--- src/rtl/sg_pkg.sv ---
package sg_pkg;
  // Header stride 32 bytes, descriptor stride 16 bytes
  localparam int unsigned HDR_SHIFT   = 5;
  localparam int unsigned ENT_SHIFT   = 4;
  // Descriptor table starts this many bytes into the command table
  localparam int unsigned TBL_BASE    = 128;
  // Width of the per-descriptor count field
  localparam int unsigned CNT_FIELD_W = 22;
  // Descriptor count lives in the upper half of header word 0
  localparam int unsigned HDR_CNT_LSB = 16;
  // Byte-count word offset within the header
  localparam int unsigned WB_OFS      = 4;

  typedef enum logic [2:0] {
    ST_IDLE,
    ST_HDR,
    ST_LO,
    ST_HI,
    ST_CNT,
    ST_FIN
  } walk_st_e;

  // Word index inside a descriptor
  localparam logic [1:0] DW_ADDR_LO = 2'd0;
  localparam logic [1:0] DW_ADDR_HI = 2'd1;
  localparam logic [1:0] DW_COUNT   = 2'd3;
endpackage

--- src/rtl/sg_addr_calc.sv ---
module sg_addr_calc
  import sg_pkg::*;
#(
  parameter int AW     = 64,
  parameter int SLOT_W = 5,
  parameter int CNT_W  = 16
) (
  input  logic [AW-1:0]     list_base,
  input  logic [SLOT_W-1:0] slot_num,
  input  logic [AW-1:0]     tbl_base,
  input  logic [CNT_W-1:0]  ent_idx,
  input  logic [1:0]        dw_sel,
  output logic [AW-1:0]     hdr_addr,
  output logic [AW-1:0]     ent_addr
);
  assign hdr_addr = list_base + (AW'(slot_num) << HDR_SHIFT);
  assign ent_addr = tbl_base + AW'(TBL_BASE) + (AW'(ent_idx) << ENT_SHIFT)
                  + (AW'(dw_sel) << 2);
endmodule

--- src/rtl/sg_burst_plan.sv ---
module sg_burst_plan #(
  parameter int CNT_W   = 16,
  parameter int MAX_SEG = 8
) (
  input  logic [CNT_W-1:0] tbl_cnt,
  input  logic [CNT_W-1:0] first_idx,
  output logic [CNT_W-1:0] burst_n,
  output logic [CNT_W-1:0] spill_n
);
  localparam logic [CNT_W-1:0] CAP = CNT_W'(MAX_SEG);

  logic [CNT_W-1:0] avail;

  always_comb begin
    avail = (tbl_cnt > first_idx) ? (tbl_cnt - first_idx) : '0;
    if (avail > CAP) begin
      burst_n = CAP;
      spill_n = avail - CAP;
    end else begin
      burst_n = avail;
      spill_n = '0;
    end
  end
endmodule

--- src/rtl/sg_seg_trim.sv ---
module sg_seg_trim
  import sg_pkg::*;
#(
  parameter int LW = 32
) (
  input  logic [31:0]   cnt_word,
  input  logic [LW-1:0] remain,
  output logic [LW-1:0] seg_len,
  output logic          drains
);
  logic [LW-1:0] full_len;

  always_comb begin
    full_len = LW'(cnt_word[CNT_FIELD_W-1:0]) + LW'(1);
    drains   = (full_len >= remain);
    seg_len  = drains ? remain : full_len;
  end
endmodule

--- src/rtl/sg_walker.sv ---
module sg_walker
  import sg_pkg::*;
#(
  parameter int AW      = 64,
  parameter int LW      = 32,
  parameter int SLOT_W  = 5,
  parameter int CNT_W   = 16,
  parameter int MAX_SEG = 8
) (
  input  logic              clk,
  input  logic              rst_n,
  input  logic              start,
  input  logic [AW-1:0]     clb_base,
  input  logic [SLOT_W-1:0] slot,
  input  logic [AW-1:0]     ctba,
  input  logic [LW-1:0]     xfer_len,
  input  logic [CNT_W-1:0]  seek,
  input  logic [LW-1:0]     done_bytes,
  input  logic [AW-1:0]     base_off,
  output logic              rd_req,
  output logic [AW-1:0]     rd_addr,
  input  logic              rd_valid,
  input  logic [31:0]       rd_data,
  output logic              seg_valid,
  output logic [AW-1:0]     seg_addr,
  output logic [LW-1:0]     seg_len,
  output logic              wr_en,
  output logic [AW-1:0]     wr_addr,
  output logic [LW-1:0]     wr_data,
  output logic              done,
  output logic              busy,
  output logic [LW-1:0]     bytes_moved,
  output logic [CNT_W-1:0]  entries_left,
  output logic [CNT_W-1:0]  next_entry,
  output logic [AW-1:0]     dev_offset
);
  walk_st_e         state_q, state_d;
  logic [AW-1:0]    hdr_q, hdr_d, tbl_q, tbl_d, dev_q, dev_d;
  logic [CNT_W-1:0] idx_q, idx_d, cnt_q, cnt_d, left_q, left_d;
  logic [LW-1:0]    rem_q, rem_d, moved_q, moved_d, dbase_q, dbase_d;
  logic [31:0]      lo_q, lo_d, hi_q, hi_d;
  logic             segv_q, segv_d, wren_q, wren_d, done_q, done_d;
  logic [AW-1:0]    sega_q, sega_d, wra_q, wra_d;
  logic [LW-1:0]    segl_q, segl_d, wrd_q, wrd_d;

  logic [1:0]       dw_sel;
  logic [AW-1:0]    hdr_addr, ent_addr;
  logic [CNT_W-1:0] burst_n, spill_n;
  logic [LW-1:0]    trim_len;
  logic             drains;

  always_comb begin
    unique case (state_q)
      ST_HI:   dw_sel = DW_ADDR_HI;
      ST_CNT:  dw_sel = DW_COUNT;
      default: dw_sel = DW_ADDR_LO;
    endcase
  end

  sg_addr_calc #(.AW(AW), .SLOT_W(SLOT_W), .CNT_W(CNT_W)) u_addr (
    .list_base (clb_base),
    .slot_num  (slot),
    .tbl_base  (tbl_q),
    .ent_idx   (idx_q),
    .dw_sel    (dw_sel),
    .hdr_addr  (hdr_addr),
    .ent_addr  (ent_addr)
  );

  sg_burst_plan #(.CNT_W(CNT_W), .MAX_SEG(MAX_SEG)) u_plan (
    .tbl_cnt   (CNT_W'(rd_data[31:HDR_CNT_LSB])),
    .first_idx (idx_q),
    .burst_n   (burst_n),
    .spill_n   (spill_n)
  );

  sg_seg_trim #(.LW(LW)) u_trim (
    .cnt_word (rd_data),
    .remain   (rem_q),
    .seg_len  (trim_len),
    .drains   (drains)
  );

  // Next-state logic
  always_comb begin
    state_d = state_q;
    hdr_d   = hdr_q;
    tbl_d   = tbl_q;
    dev_d   = dev_q;
    idx_d   = idx_q;
    cnt_d   = cnt_q;
    left_d  = left_q;
    rem_d   = rem_q;
    moved_d = moved_q;
    dbase_d = dbase_q;
    lo_d    = lo_q;
    hi_d    = hi_q;
    sega_d  = sega_q;
    segl_d  = segl_q;
    wra_d   = wra_q;
    wrd_d   = wrd_q;
    segv_d  = 1'b0;
    wren_d  = 1'b0;
    done_d  = 1'b0;
    unique case (state_q)
      ST_IDLE: begin
        if (start) begin
          hdr_d   = hdr_addr;
          tbl_d   = ctba;
          idx_d   = seek;
          rem_d   = xfer_len;
          moved_d = '0;
          left_d  = '0;
          dbase_d = done_bytes;
          dev_d   = base_off + AW'(done_bytes);
          state_d = ST_HDR;
        end
      end
      ST_HDR: begin
        if (rd_valid) begin
          cnt_d   = burst_n;
          left_d  = spill_n;
          state_d = (burst_n == '0 || rem_q == '0) ? ST_FIN : ST_LO;
        end
      end
      ST_LO: begin
        if (rd_valid) begin
          lo_d    = rd_data;
          state_d = ST_HI;
        end
      end
      ST_HI: begin
        if (rd_valid) begin
          hi_d    = rd_data;
          state_d = ST_CNT;
        end
      end
      ST_CNT: begin
        if (rd_valid) begin
          segv_d  = 1'b1;
          sega_d  = AW'({hi_q, lo_q});
          segl_d  = trim_len;
          rem_d   = rem_q - trim_len;
          moved_d = moved_q + trim_len;
          idx_d   = idx_q + CNT_W'(1);
          cnt_d   = cnt_q - CNT_W'(1);
          state_d = (cnt_q == CNT_W'(1) || drains) ? ST_FIN : ST_LO;
        end
      end
      ST_FIN: begin
        done_d  = 1'b1;
        wren_d  = (left_q == '0);
        wra_d   = hdr_q + AW'(WB_OFS);
        wrd_d   = dbase_q + moved_q;
        state_d = ST_IDLE;
      end
      default: state_d = ST_IDLE;
    endcase
  end

  // State registers
  always_ff @(posedge clk or negedge rst_n) begin
    if (!rst_n) begin
      state_q <= ST_IDLE;
      hdr_q   <= '0;
      tbl_q   <= '0;
      dev_q   <= '0;
      idx_q   <= '0;
      cnt_q   <= '0;
      left_q  <= '0;
      rem_q   <= '0;
      moved_q <= '0;
      dbase_q <= '0;
      lo_q    <= '0;
      hi_q    <= '0;
      sega_q  <= '0;
      segl_q  <= '0;
      wra_q   <= '0;
      wrd_q   <= '0;
      segv_q  <= 1'b0;
      wren_q  <= 1'b0;
      done_q  <= 1'b0;
    end else begin
      state_q <= state_d;
      hdr_q   <= hdr_d;
      tbl_q   <= tbl_d;
      dev_q   <= dev_d;
      idx_q   <= idx_d;
      cnt_q   <= cnt_d;
      left_q  <= left_d;
      rem_q   <= rem_d;
      moved_q <= moved_d;
      dbase_q <= dbase_d;
      lo_q    <= lo_d;
      hi_q    <= hi_d;
      sega_q  <= sega_d;
      segl_q  <= segl_d;
      wra_q   <= wra_d;
      wrd_q   <= wrd_d;
      segv_q  <= segv_d;
      wren_q  <= wren_d;
      done_q  <= done_d;
    end
  end

  assign busy         = (state_q != ST_IDLE);
  assign rd_req       = (state_q == ST_HDR) || (state_q == ST_LO) ||
                        (state_q == ST_HI)  || (state_q == ST_CNT);
  assign rd_addr      = (state_q == ST_HDR) ? hdr_q : ent_addr;
  assign seg_valid    = segv_q;
  assign seg_addr     = sega_q;
  assign seg_len      = segl_q;
  assign wr_en        = wren_q;
  assign wr_addr      = wra_q;
  assign wr_data      = wrd_q;
  assign done         = done_q;
  assign bytes_moved  = moved_q;
  assign entries_left = left_q;
  assign next_entry   = idx_q;
  assign dev_offset   = dev_q;
endmodule

--- config.mk ---
export PLATFORM = sky130hd
export DESIGN_NAME = sg_walker
export DESIGN_NICKNAME = d
export VERILOG_FILES = /design/src/rtl/sg_pkg.sv /design/src/rtl/sg_addr_calc.sv /design/src/rtl/sg_burst_plan.sv /design/src/rtl/sg_seg_trim.sv /design/src/rtl/sg_walker.sv
export SDC_FILE = /design/constraint.sdc
export NUM_CORES = 2
export LEC_CHECK = 0
export BUFFER_PORTS_ARGS = -buffer_cell sky130_fd_sc_hd__buf_2
export CAP_MARGIN = 10
export CORE_AREA = 3 3 268 270
export CTS_BUF_LIST = sky130_fd_sc_hd__clkbuf_16
export CTS_CLUSTER_SIZE = 25
export DETAILED_ROUTE_END_ITERATION = 12
export DIE_AREA = 0 0 271 273
export PLACE_DENSITY = 0.85
export SYNTH_ARGS = -nofsm -noshare
export SYNTH_HDL_FRONTEND = slang
export SYNTH_SLANG_ARGS = --single-unit
--- constraint.sdc ---
create_clock -name clk -period 7.6 [get_ports clk]
set_input_delay 0.76 -clock clk [delete_from_list [all_inputs] [get_ports clk]]
set_output_delay 0.76 -clock clk [all_outputs]
set_load 0.05 [all_outputs]
==> metrics.txt <==
PwrDens=516 nW/um^2; commonest cells after routing, fill and taps aside=nand2_1, buf_2, dfrtp_1; Setup crit end kind=register; slowest cell delay on critical path=0.55 ns; Die Y=273 microns; CTS root buf=clkbuf_16; DIE WIDTH=271 microns; Critical path buffers and inverters=3; Starting DRT DRC Count=3552; asr flop ratio synth=1.00; Slew Limit Headroom=0.196; largest net degree at the start of global routing=165; I/O Buffers=701; Skew-Pair Late Insertion Delay=0.62 ns; Seq cells post-synth=598; CP max-delay cell=a2111oi_1; min Tclk post-route=7.05 ns; HPWL after DPL=92.2 mm; CP Launch Type=input port; Pre-antenna DRT Iters=7; nets=5406; Setup Buffers After CTS=0; final core occ=0.613; ys flop type=dfrtp_1; syn_area_per_cell=8.51 sq um; vias in the first global route=32417; layout cells sized above 1=0.196; initial core utilization=0.517; Max Cap Violations=0; Final Max Slew Viols=0; die area=74000 sq um; Synth Cell Area=36100 sq um; Crit Path Max Fanout=6; row count=97; grt ovf=0; post-synthesis cell count=4238; clk_skew=0.0353 ns; Hold Fails Final Rpt=0; clock-pin slew on the worst setup and hold paths=0.06 ns; hold slack=0.147 ns; EDFF count, synth=0; Pleak=21.5 nW; DRC Markers=0; most common cell after layout, fill and taps aside=nand2_1; CTS tree=done; Max Freq=142 MHz; worst vdd ir=313 uV; sequential-to-total area share from yosys stat=0.415; fin crit share=0.927; Slew @ Worst Pin=1.20 ns; initial antenna violation count=24; delay-heaviest family, CP=compound AO/OA/AOI/OAI gates; yosys synthesis warning count=0; final wirelength=122 mm; RSZ-0062 raised after global routing=no; WP data required=8.10 ns; first-pass GRT wire length=186 mm; vias=33954; area grow syn2layout=18.6%; H-tree levels=3; WL/cell=20.7 microns; CP Data Arrival Time=7.54 ns; Max clock buf depth=3; Total GRT Usage=0.320; gpl congestion=0.992; Worst Hold Class=input port to asynchronous set/reset pin; Ports=702; critical path class=input port to register; CTS Buf Count=70; setup violators final=0; vias per cell=5.76; antenna viol nets, final=0; CTS sink count=598; status=complete, no violations; core area=69800 sq um; Unique masters post-synth=97; Reg2Reg Setup Slack=1.82 ns
sequential cells by signal, summed over array words and instances, names as in the netlist:
register / cells
state_q: 3
tbl_q: 64
done: 1
next_entry: 16
wr_data: 32
wr_addr: 64
seg_len: 32
dev_offset: 64
lo_q: 32
hi_q: 32
seg_valid: 1
bytes_moved: 32
seg_addr: 64
dbase_q: 32
wr_en: 1
rem_q: 32
entries_left: 16
hdr_q: 64
cnt_q: 16
path summary, 6_finish.rpt:
kind	start	endpoint	depth (start not counted)
worst max-delay path	rd_data[0]	rem_q[31]$_DFFE_PN0P_	28
worst min-delay path	rst_n	dev_offset[3]$_DFFE_PN0P_	1
worst max register to register	rem_q[17]$_DFFE_PN0P_	rem_q[31]$_DFFE_PN0P_	21
worst min register to register	hi_q[31]$_DFFE_PN0P_	seg_addr[63]$_DFFE_PN0P_	2
max in group asynchronous	rst_n	hdr_q[14]$_DFFE_PN0P_	2
min in group clk	ctba[22]	tbl_q[22]$_DFFE_PN0P_	3
metrics by stage:
step / setup TNS (ns) / instance area, sq um / setup WS (ns) / total power, W / std cells
after CTS: 0 / 42700 / 0.416 / 0.0220 / 5874
final: 0 / 42800 / 0.552 / 0.0221 / 5891
after global routing: 0 / 42800 / 0.135 / 0.0233 / 5882
after global placement: 0 / 40500 / 0.131 / 0.0183 / 5744
after detailed placement: -0.481 / 40500 / -0.182 / 0.0186 / 5744
after floorplan: 0 / 36100 / 0.724 / 0.0149 / 4245
cell families after synthesis:
family	Yosys count	synth area share
fa+ha+maj	217	0.0767
xor+xnor	343	0.0833
simple gates	1740	0.210
compound gates	924	0.153
mux	93	0.0282
other cells	1	0.000104
buf+inv	322	0.0340
flops	598	0.415
timing repair:
action                                  CTS  global route
endpoints found under the setup margin    0             4
resized for setup                         0             3
hold buffers                              0             0
power breakdown:
part	internal, W	switching [W]
Clock	0.00187	0.00147
Sequential	0.00463	0.00140
Combinational	0.00351	0.00918
Total	0.0100	0.0120
final cells by class:
type	instances	area, sq um
diodes	17	42.5
clock buffers	71	1780
clock inverters	59	488
fillers	5944	27000
inverters	146	548
multi-input cells	3325	20000
flip-flops and latches	598	15000
well taps	940	1180
repair buffers	735	3810
Yosys cell counts, drive strengths merged (6+ instances only):
| master | count | share of area |
|---|---|---|
| nand2 | 1056 | 0.11 |
| dfrtp | 598 | 0.41 |
| o21ai | 437 | 0.061 |
| nor2 | 231 | 0.024 |
| ha | 210 | 0.073 |
| a21oi | 198 | 0.028 |
| xnor2 | 182 | 0.044 |
| xor2 | 161 | 0.039 |
| clkbuf | 156 | 0.016 |
| inv | 145 | 0.015 |
| nand3 | 111 | 0.016 |
| a21o | 78 | 0.016 |
| mux2 | 65 | 0.020 |
| and3 | 60 | 0.010 |
| nor3 | 60 | 0.0087 |
| nand4 | 58 | 0.010 |
| a31oi | 30 | 0.0052 |
| nand2b | 30 | 0.0052 |
| nor2b | 29 | 0.0051 |
| mux2i | 28 | 0.0079 |
| nor4 | 27 | 0.0050 |
| and2 | 25 | 0.0043 |
| o21bai | 23 | 0.0049 |
| buf | 20 | 0.0026 |
| o211ai | 20 | 0.0043 |
| a211oi | 17 | 0.0037 |
| o21a | 14 | 0.0029 |
| o31ai | 12 | 0.0026 |
| or3 | 12 | 0.0021 |
| a22oi | 11 | 0.0023 |
| and4 | 11 | 0.0027 |
| o22ai | 10 | 0.0017 |
| or2 | 9 | 0.0016 |
| a31o | 8 | 0.0019 |
| a311oi | 7 | 0.0017 |
| fa | 7 | 0.0039 |
| a311o | 6 | 0.0017 |
layer usage:
metal | routed length [microns] | track usage | share of wire
met1 | 48200 | 0.410 | 0.39
met2 | 56000 | 0.509 | 0.46
met3 | 10900 | 0.0707 | 0.089
met4 | 7030 | 0.170 | 0.058
met5 | 86 | 0 | 0.00070
Note: power is estimated with default switching activity, not from simulation.
